`src/rtl/eag_pkg.sv`:
```
package eag_pkg;
  parameter int OFS_W     = 16;
  parameter int SEG_SHIFT = 4;
  parameter int SHORT_W   = 8;
  localparam int PA_W     = OFS_W + SEG_SHIFT;

  typedef logic [OFS_W-1:0] ofs_t;
  typedef logic [PA_W-1:0]  pa_t;

  typedef enum logic [2:0] {
    AM_REL      = 3'd0,
    AM_BIDX     = 3'd1,
    AM_RBIDX    = 3'd2,
    AM_FETCH    = 3'd3,
    AM_STACK    = 3'd4,
    AM_STRDST   = 3'd5,
    AM_DIRECT   = 3'd6,
    AM_DIRECT_B = 3'd7
  } amode_t;

  // segment code values
  typedef enum logic [1:0] {
    SG_ES = 2'd0,
    SG_CS = 2'd1,
    SG_SS = 2'd2,
    SG_DS = 2'd3
  } seg_t;

  // short displacement is sign-extended from its top bit
  function automatic ofs_t disp_extend(ofs_t d, logic wide);
    if (wide) return d;
    return {{(OFS_W-SHORT_W){d[SHORT_W-1]}}, d[SHORT_W-1:0]};
  endfunction

  // segment shifted left plus offset, truncated to PA_W bits
  function automatic pa_t phys_addr(ofs_t seg, ofs_t ofs);
    pa_t shifted;
    shifted = pa_t'(seg) << SEG_SHIFT;
    return shifted + pa_t'(ofs);
  endfunction

  // Modes where defaults may be overridden
  function automatic logic is_data_mode(logic [2:0] m);
    return !(m == AM_FETCH || m == AM_STACK || m == AM_STRDST);
  endfunction
endpackage

```
`src/rtl/eag_offset.sv`:
```
module eag_offset
  import eag_pkg::*;
(
  input  logic [2:0] mode,
  input  logic [1:0] reg_sel,
  input  logic       base_sel,
  input  logic       idx_sel,
  input  ofs_t       disp,
  input  logic       disp_wide,
  input  ofs_t       bx,
  input  ofs_t       bp,
  input  ofs_t       si,
  input  ofs_t       di,
  input  ofs_t       ip,
  input  ofs_t       sp,
  output ofs_t       ea,
  output logic       bp_based
);
  ofs_t disp_x, base_v, idx_v, rel_v;

  always_comb begin
    disp_x = disp_extend(disp, disp_wide);
    base_v = base_sel ? bp : bx;
    idx_v  = idx_sel ? di : si;
    case (reg_sel)
      2'd0:    rel_v = bx;
      2'd1:    rel_v = bp;
      2'd2:    rel_v = si;
      default: rel_v = di;
    endcase
  end

  always_comb begin
    bp_based = 1'b0;
    case (amode_t'(mode))
      AM_REL: begin
        ea       = rel_v + disp_x;
        bp_based = (reg_sel == 2'd1);
      end
      AM_BIDX: begin
        ea       = base_v + idx_v;
        bp_based = base_sel;
      end
      AM_RBIDX: begin
        ea       = base_v + idx_v + disp_x;
        bp_based = base_sel;
      end
      AM_FETCH:  ea = ip;
      AM_STACK:  ea = sp;
      AM_STRDST: ea = di;
      default:   ea = disp_x;
    endcase
  end
endmodule

```
`src/rtl/eag_segsel.sv`:
```
module eag_segsel
  import eag_pkg::*;
(
  input  logic [2:0] mode,
  input  logic       bp_based,
  input  logic       ovr_en,
  input  logic [1:0] ovr_seg,
  input  ofs_t       cs,
  input  ofs_t       ds,
  input  ofs_t       ss,
  input  ofs_t       es,
  output seg_t       seg_code,
  output ofs_t       seg_val,
  output logic       ovr_taken
);
  seg_t dflt;

  always_comb begin
    case (amode_t'(mode))
      AM_FETCH:  dflt = SG_CS;
      AM_STACK:  dflt = SG_SS;
      AM_STRDST: dflt = SG_ES;
      default:   dflt = bp_based ? SG_SS : SG_DS;
    endcase
    ovr_taken = ovr_en && is_data_mode(mode);
    seg_code  = ovr_taken ? seg_t'(ovr_seg) : dflt;
    case (seg_code)
      SG_ES:   seg_val = es;
      SG_CS:   seg_val = cs;
      SG_SS:   seg_val = ss;
      default: seg_val = ds;
    endcase
  end
endmodule

```
`src/rtl/eag_phys.sv`:
```
module eag_phys
  import eag_pkg::*;
(
  input  ofs_t seg_val,
  input  ofs_t ofs,
  output pa_t  pa
);
  assign pa = phys_addr(seg_val, ofs);
endmodule

```
`src/rtl/eag_top.sv`:
```
module eag_top
  import eag_pkg::*;
(
  input  logic        clk,
  input  logic        rst_n,
  input  logic        req_i,
  input  logic [2:0]  mode_i,
  input  logic [1:0]  reg_sel_i,
  input  logic        base_sel_i,
  input  logic        idx_sel_i,
  input  logic [15:0] disp_i,
  input  logic        disp_wide_i,
  input  logic        ovr_en_i,
  input  logic [1:0]  ovr_seg_i,
  input  logic [15:0] bx_i,
  input  logic [15:0] bp_i,
  input  logic [15:0] si_i,
  input  logic [15:0] di_i,
  input  logic [15:0] ip_i,
  input  logic [15:0] sp_i,
  input  logic [15:0] cs_i,
  input  logic [15:0] ds_i,
  input  logic [15:0] ss_i,
  input  logic [15:0] es_i,
  output logic        valid_o,
  output logic [15:0] ea_o,
  output logic [1:0]  seg_o,
  output logic [19:0] pa_o
);
  ofs_t ea_w;
  logic bp_based_w;
  seg_t seg_code_w;
  ofs_t seg_val_w;
  logic ovr_taken_w;
  pa_t  pa_w;

  eag_offset u_ofs (
    .mode(mode_i), .reg_sel(reg_sel_i), .base_sel(base_sel_i),
    .idx_sel(idx_sel_i), .disp(disp_i), .disp_wide(disp_wide_i),
    .bx(bx_i), .bp(bp_i), .si(si_i), .di(di_i), .ip(ip_i), .sp(sp_i),
    .ea(ea_w), .bp_based(bp_based_w)
  );

  eag_segsel u_seg (
    .mode(mode_i), .bp_based(bp_based_w), .ovr_en(ovr_en_i),
    .ovr_seg(ovr_seg_i), .cs(cs_i), .ds(ds_i), .ss(ss_i), .es(es_i),
    .seg_code(seg_code_w), .seg_val(seg_val_w), .ovr_taken(ovr_taken_w)
  );

  eag_phys u_phys (
    .seg_val(seg_val_w), .ofs(ea_w), .pa(pa_w)
  );

  always_ff @(posedge clk or negedge rst_n) begin
    if (!rst_n) begin
      valid_o <= 1'b0;
      ea_o    <= '0;
      seg_o   <= '0;
      pa_o    <= '0;
    end else begin
      valid_o <= req_i;
      if (req_i) begin
        ea_o  <= ea_w;
        seg_o <= seg_code_w;
        pa_o  <= pa_w;
      end
    end
  end

  // valid one cycle after request
  a_r2_valid_next: assert property (@(posedge clk) disable iff (!rst_n)
    req_i |=> valid_o);
  a_r2_idle_low: assert property (@(posedge clk) disable iff (!rst_n)
    !req_i |=> !valid_o);
  a_r2_hold: assert property (@(posedge clk) disable iff (!rst_n)
    !req_i |=> ($stable(ea_o) && $stable(seg_o) && $stable(pa_o)));
  // fixed segments for fetch and string destination
  a_r9_fetch_cs: assert property (@(posedge clk) disable iff (!rst_n)
    (req_i && mode_i == AM_FETCH) |=> (seg_o == SG_CS && ea_o == $past(ip_i)));
  a_r9_strdst_es: assert property (@(posedge clk) disable iff (!rst_n)
    (req_i && mode_i == AM_STRDST) |=> seg_o == SG_ES);
  // override honoured in data modes
  a_r10_override: assert property (@(posedge clk) disable iff (!rst_n)
    (req_i && ovr_en_i && is_data_mode(mode_i)) |=> seg_o == $past(ovr_seg_i));
  // BP base defaults to SS
  a_r7_bp_ss: assert property (@(posedge clk) disable iff (!rst_n)
    (req_i && !ovr_en_i && mode_i == AM_BIDX && base_sel_i) |=> seg_o == SG_SS);
  // physical address consistent with chosen segment and offset
  a_r11_pa_form: assert property (@(posedge clk) disable iff (!rst_n)
    req_i |=> pa_o == phys_addr($past(seg_val_w), ea_o));
endmodule

```
`config.mk`:
```
export PLATFORM = sky130hd
export DESIGN_NAME = eag_top
export DESIGN_NICKNAME = d
export VERILOG_FILES = /design/src/rtl/eag_pkg.sv /design/src/rtl/eag_offset.sv /design/src/rtl/eag_segsel.sv /design/src/rtl/eag_phys.sv /design/src/rtl/eag_top.sv
export SDC_FILE = /design/constraint.sdc
export NUM_CORES = 1
export LEC_CHECK = 0
export ABC_CLOCK_PERIOD_IN_PS = 1340
export BUFFER_PORTS_ARGS = -buffer_cell sky130_fd_sc_hd__buf_2
export CAP_MARGIN = 20
export CORE_ASPECT_RATIO = 2
export CORE_MARGIN = 2
export CORE_UTILIZATION = 45
export CTS_BUF_LIST = sky130_fd_sc_hd__clkbuf_8
export CTS_CLUSTER_SIZE = 12
export DETAILED_ROUTE_END_ITERATION = 6
export GPL_ROUTABILITY_DRIVEN = 0
export PLACE_DENSITY_LB_ADDON = 0.2
export SYNTH_ARGS = -nofsm -noshare
export SYNTH_HDL_FRONTEND = slang
export SYNTH_SLANG_ARGS = --single-unit
```
`constraint.sdc`:
```
create_clock -name clk -period 1.34 [get_ports clk]
set_clock_uncertainty 0.2 [all_clocks]
set_input_delay 0 -clock clk [delete_from_list [all_inputs] [get_ports clk]]
set_output_delay 0 -clock clk [all_outputs]
set_load 0.02 [all_outputs]
```
; After elaboration in Yosys (flattened, before gate mapping)
; Cells that the tools add are included.
[totals]
reg_bits = 39
out_inout_bits = 39
wordCells = 37
[op_classes]
add_sub_neg = 4
eq_ne = 9
n_mux = 12
reduce_logical = 8
[ops]
columns = cell, n
row1 = $pmux W16 S3, 2
row2 = $pmux W16 S6, 1
row3 = $mux W16, 4
row4 = $add A16 B16 Y16, 3
row5 = $add A20 B16 Y20, 1
row6 = $eq A3 B2 Y1 const B, 2
row7 = $eq A3 B3 Y1 const B, 2
row8 = $pmux W2 S3, 1
row9 = $eq A2 B1 Y1 const B, 2
row10 = $eq A2 B2 Y1 const B, 2
row11 = $logic_not A2 Y1, 2
row12 = $eq A3 B1 Y1 const B, 1
row13 = $logic_not A3 Y1, 1
row14 = $logic_or A1 B1 Y1, 2
row15 = $mux W1, 2
row16 = $mux W2, 1
row17 = $pmux W1 S2, 1
row18 = $reduce_or A2 Y1, 1
row19 = $logic_and A1 B1 Y1, 1
row20 = $logic_not A1 Y1, 1

; Logic depth before layout (Yosys ltp)
[logic_depth]
ltp_word = 9
mapped_depth = 29

; By module
; From an unflattened synthesis, not the netlist that was laid out.
[hier_totals]
hier_cells = 826
area_unflattened_um2 = 6814.0
[by_module_without_submodules]
columns = mod, n_inst, cells_each, area_per_inst_um2, seq_area_each_um2
row1 = eag_offset, 1, 467, 3378.2, 0.0
row2 = eag_top, 1, 81, 1517.7, 975.9
row3 = eag_segsel, 1, 168, 1116.1, 0.0
row4 = eag_phys, 1, 110, 802.0, 0.0

; Worst setup path before layout
; No wires, ideal clock.
[synth_timing]
path_kind = input to register
from = input idx_sel_i
to = register pa_o[18]
setup_time_ps = 125
arrival_time_ps = 5481
path_slack_ps = -4465
cell_stages = 26
path_cell_list = clkbuf_1 -> buf_1 -> mux2_2 -> ha_1 -> fa_1 -> a21oi_1 -> o21bai_1 -> xnor2_1 -> o21ai_0 -> ha_1 -> and4_4 -> or4_1 -> nand3_1 -> o221a_2 -> o21ai_0 -> o21a_1 -> fa_1 -> a21o_1 -> a21oi_1 -> o21bai_1 -> a31oi_1 -> o21ai_0 -> o21ai_0 -> nor2_1 -> xnor2_1 -> mux2_2
[synth_via]
elab_chain_len = 5
[synth_rtl]
columns = item, line
row1 = from (decl), eag_top.sv:10  ; input logic idx_sel_i,
row2 = $mux W16 *, eag_offset.sv:24  ; idx_v = idx_sel ? di : si;
row3 = $add A16 B16 Y16 *, "eag_offset.sv:41, eag_offset.sv:45"
row4 = $add A16 B16 Y16, eag_offset.sv:45  ; ea = base_v + idx_v + disp_x;
row5 = $pmux W16 S6 *, eag_offset.sv:35  ; case (amode_t'(mode))
row6 = via ea_w[5], eag_top.sv:30  ; ofs_t ea_w;
row7 = $add A20 B16 Y20 *, eag_pkg.sv:39  ; return shifted + pa_t'(ofs);
row8 = to (signal assigned), eag_top.sv:65  ; pa_o <= pa_w;
row9 = to (decl), eag_top.sv:28  ; output logic [19:0] pa_o
; The timed path passes the listed nets; every way through them passes the cells marked *.
; A chain may end at the register's enable or synchronous reset.

; Worst setup path in the final report
[layout_timing]
from = input base_sel_i
to = register pa_o[19]
[layout_via]
elab_cells_between_ends = 13
classes_between = 3 x add/sub / 2 x eq/ne / 7 x mux / 1 x reduce/logical
[layout_rtl]
columns = item, line
row1 = from (decl), eag_top.sv:9  ; input logic base_sel_i,
row2 = $mux W16 *, eag_offset.sv:23  ; base_v = base_sel ? bp : bx;
row3 = $add A16 B16 Y16 *, "eag_offset.sv:41, eag_offset.sv:45"
row4 = $add A16 B16 Y16, eag_offset.sv:45
row5 = $pmux W16 S6 *, eag_offset.sv:35
row6 = via ea_w[13], eag_top.sv:30
row7 = $add A20 B16 Y20 *, eag_pkg.sv:39
; Marks and branches as above.

==> impl_metrics.env <==
export IMPL_n_fill_cell=675
export IMPL_finalSetupViolations=33
export IMPL_drcViolationCount=0
export IMPL_slew_headroom_pct=57.50
export IMPL_layout_common_cells="buf_2 (224), buf_4 (219), nand2_1 (47)"
export IMPL_numCtsBuffers=5
export IMPL_crit_type="in -> reg"
export IMPL_syn_area_mm2=0.005468
export IMPL_fmax_mhz=202.3
export IMPL_p_seq_share_pct=14.8
export IMPL_grt_use_total_pct=35.71
export IMPL_min_period_ns=4.943
export IMPL_drive_above_1_share_pct=65.54
export IMPL_nets=1326
export IMPL_multiInputGateArea_mm2=0.005415
export IMPL_synth_nets=880
export IMPL_post_route_cell_area_mm2=0.009973
export IMPL_cp_end_kind="register"
export IMPL_slew_violations=0
export IMPL_grt_overflow=0
export IMPL_cts_root_buf="clkbuf_8"
export IMPL_ys_top_cells_by_area="dfrtp_1 (16%), mux2_2 (13%), ha_1 (9.8%)"
export IMPL_switchingPower_mw=4.684
export IMPL_drt_iter0_drc=514
export IMPL_timing_final_crit_share_pct=368.9
export IMPL_yosysWarningCount=0
export IMPL_p_per_area_mw_per_mm2=1076
export IMPL_cts_sinks=35
export IMPL_htree_levels=2
export IMPL_syn_inst=644
export IMPL_syn_to_final_growth_pct=82.40
export IMPL_synthFlopType="dfrtp_1"
export IMPL_io_pins=229
export IMPL_ys_types=62
export IMPL_violations="negative hold slack, negative setup slack"
export IMPL_grt_max_degree=39
export IMPL_n_antenna_cell=0
export IMPL_core_rowCount=57
export IMPL_seq_area_um2=875.8
export IMPL_final_common_cell="buf_2"
export IMPL_cap_violations=0
export IMPL_drtAntennaViolNets=0
export IMPL_startpoint_type="primary input"
export IMPL_power_leakage_nw=4.783
export IMPL_hpwl_um=16720
export IMPL_grt_first_pass_wirelength_um=36610
export IMPL_start_util_pct=45.63
export IMPL_cts_tree="built"
export IMPL_clk_pin_slew_worst_paths_ns=0.08
export IMPL_pwr_share_comb_pct=77.6
export IMPL_critPathRequiredTime_ns=1.32
export IMPL_synth_top_area_share_pct=16.02
export IMPL_swShare_pct=43.64
export IMPL_hp_class="in -> async"
export IMPL_clk_insertion_delay_late_ns=0.30
export IMPL_cts_path_max_buffers=2
export IMPL_p_total_mw=10.73
export IMPL_port_buffers=228
export IMPL_synth_top_cell_by_area="dfrtp_1"
export IMPL_avgSynthCellArea_um2=8.490
export IMPL_die_width_um=81.95
export IMPL_irDropWorstVdd_mv=1.397
export IMPL_num_vias=7528
export IMPL_yosysSeqAreaShare_pct=16.02
export IMPL_via_per_inst=6.081
export IMPL_antenna_found_initial=0
export IMPL_p_int_mw=6.048
export IMPL_setup_slack_ns=-3.603
export IMPL_postPlaceCellArea_mm2=0.008318
export IMPL_tightestPinTransition_ns=0.6375
export IMPL_wl_per_cell_um=21.27
export IMPL_core_area_mm2=0.01198
export IMPL_ys_async_sr_fraction_pct=100.0
export IMPL_rsz0062_at_grt="true"
export IMPL_hold_slack_ns=-0.06433
export IMPL_dieArea_mm2=0.01310
export IMPL_drt_pass1_iter_count=7
export IMPL_synth_edf_count=0
export IMPL_wl_um=26330
export IMPL_die_y_um=159.9
export IMPL_cp_arrival_ns=4.93
export IMPL_status="finished with violations"
export IMPL_path_max_fanout=5
export IMPL_ys_ff_latch=35
export IMPL_grt_pass1_vias=7632
export IMPL_clock_power_share_pct=7.6
export IMPL_hold_viol_final=15
export IMPL_hold_buffers=9
per-layer routing:
| metal | up-vias | GRT usage (%) | part of all wire, % |
|---|---|---|---|
| met5 | - | 0 | 0 |
| met4 | 0 | 24.92 | 8.7 |
| met3 | 186 | 7.062 | 9.6 |
| met2 | 561 | 59.53 | 49 |
| met1 | 3467 | 38.94 | 33 |
| li1 | 3314 | - | - |
flip-flops by register name, summed over array words and instances (netlist names):
name	flops
seg_o	2
ea_o	16
valid_o	1
pa_o	16
cells in the mapped netlist (all sizes together) (2+ instances only):
cell type / number
a22o: 6
mux2i: 26
a222oi: 2
mux2: 63
clkbuf: 24
a21oi: 65
a21boi: 2
o21a: 10
xnor2: 26
or3: 4
o31ai: 4
nor3: 14
and4: 2
a31o: 3
inv: 17
nor2b: 22
nand3: 8
a31oi: 7
o22a: 2
nand2: 51
a211oi: 19
buf: 20
nor3b: 4
nor2: 40
a221oi: 3
ha: 43
o221ai: 7
and2: 3
or2: 2
nand4: 2
xor2: 9
o221a: 3
a22oi: 7
a21o: 10
o21bai: 5
o21ai: 34
mux4: 16
nand2b: 4
o22ai: 5
dfrtp: 35
fa: 3
power groups by stage:
stage | Combinational, mW | Sequential (mW) | Clock [mW]
final | 8.32 | 1.59 | 0.819
after global routing | 8.71 | 1.62 | 0.868
after CTS | 7.26 | 1.57 | 0.807
after detailed placement | 5.92 | 1.59 | 0
after global placement | 5.81 | 1.57 | 0
after floorplan | 3.12 | 1.99 | 0
layout make-up:
class                           instances  share of cell area [%]
Clock buffer                            5                  0.6900
Clock inverter                          3                  0.2384
Sequential cell                        35                   8.782
Inverter                               17                  0.6649
Timing Repair Buffer                  483                   33.48
Tap cell                              147                   1.844
Multi-Input combinational cell        548                   54.30
cells by family after synthesis:
logic type	after synthesis	synth area share [%]
muxes	105	24.39
and+or+nand+nor	158	13.75
buffers and inverters	61	4.691
DFF	35	16.02
xor gates and xnor gates	35	5.607
adders and majority gates	46	10.94
AOI/OAI and AO/OA	204	24.60
worst max-delay path, stage by stage:
cell and delay (ns):
buf_12 0.11, bufbuf_16 0.26, mux2_4 0.31, ha_4 0.16
a21o_1 0.17, a31o_1 0.21, nor2_2 0.12, o21ai_1 0.13
a21oi_2 0.23, xnor2_2 0.12, mux2_4 0.32, ha_4 0.28
nor2b_1 0.21, o21ai_1 0.12, buf_4 0.15, o2111ai_2 0.08
o211ai_1 0.17, o311a_1 0.18, a221o_1 0.35, ha_4 0.33
nand3_2 0.11, o21ai_2 0.20, buf_6 0.14, o21ai_4 0.06
nor3_4 0.15, xnor2_1 0.16, a21oi_1 0.10
final timing paths:
check / startpoint / to / slack (ns) / cells past startpoint
max: base_sel_i / pa_o[19] / -3.60 / 27
min: rst_n / pa_o[16] / -0.06 / 2
max reg2reg: ea_o[15] / ea_o[15] / 0.23 / 2
min reg2reg: ea_o[6] / ea_o[6] / 0.31 / 1
max in group asynchronous: rst_n / ea_o[9] / 0.56 / 3
min in group clk: disp_i[5] / ea_o[5] / -0.03 / 3
repair_timing:
item,CTS,global route
gates cloned,1,1
setup buffers,60,23
pin swaps,96,53
endpoints found under the hold margin,40,15
endpoints found under the setup margin,34,34
resized for setup,127,69
metrics by stage:
step / worst slack [ns] / TNS, ns / instances / util, % / hold slack [ns]
after floorplan: -3.577 / -81.50 / 644 / - / -0.4956
after global placement: -3.942 / -92.79 / 1154 / 69.42 / -0.2653
after detailed placement: -4.010 / -95.20 / 1154 / 69.42 / -0.2667
after CTS: -3.361 / -77.03 / 1225 / 79.50 / -0.04683
after global routing: -3.739 / -85.87 / 1238 / 83.24 / -0.03565
final: -3.603 / -82.48 / 1238 / 83.24 / -0.06433
Note: power is estimated with default switching activity, not from simulation.
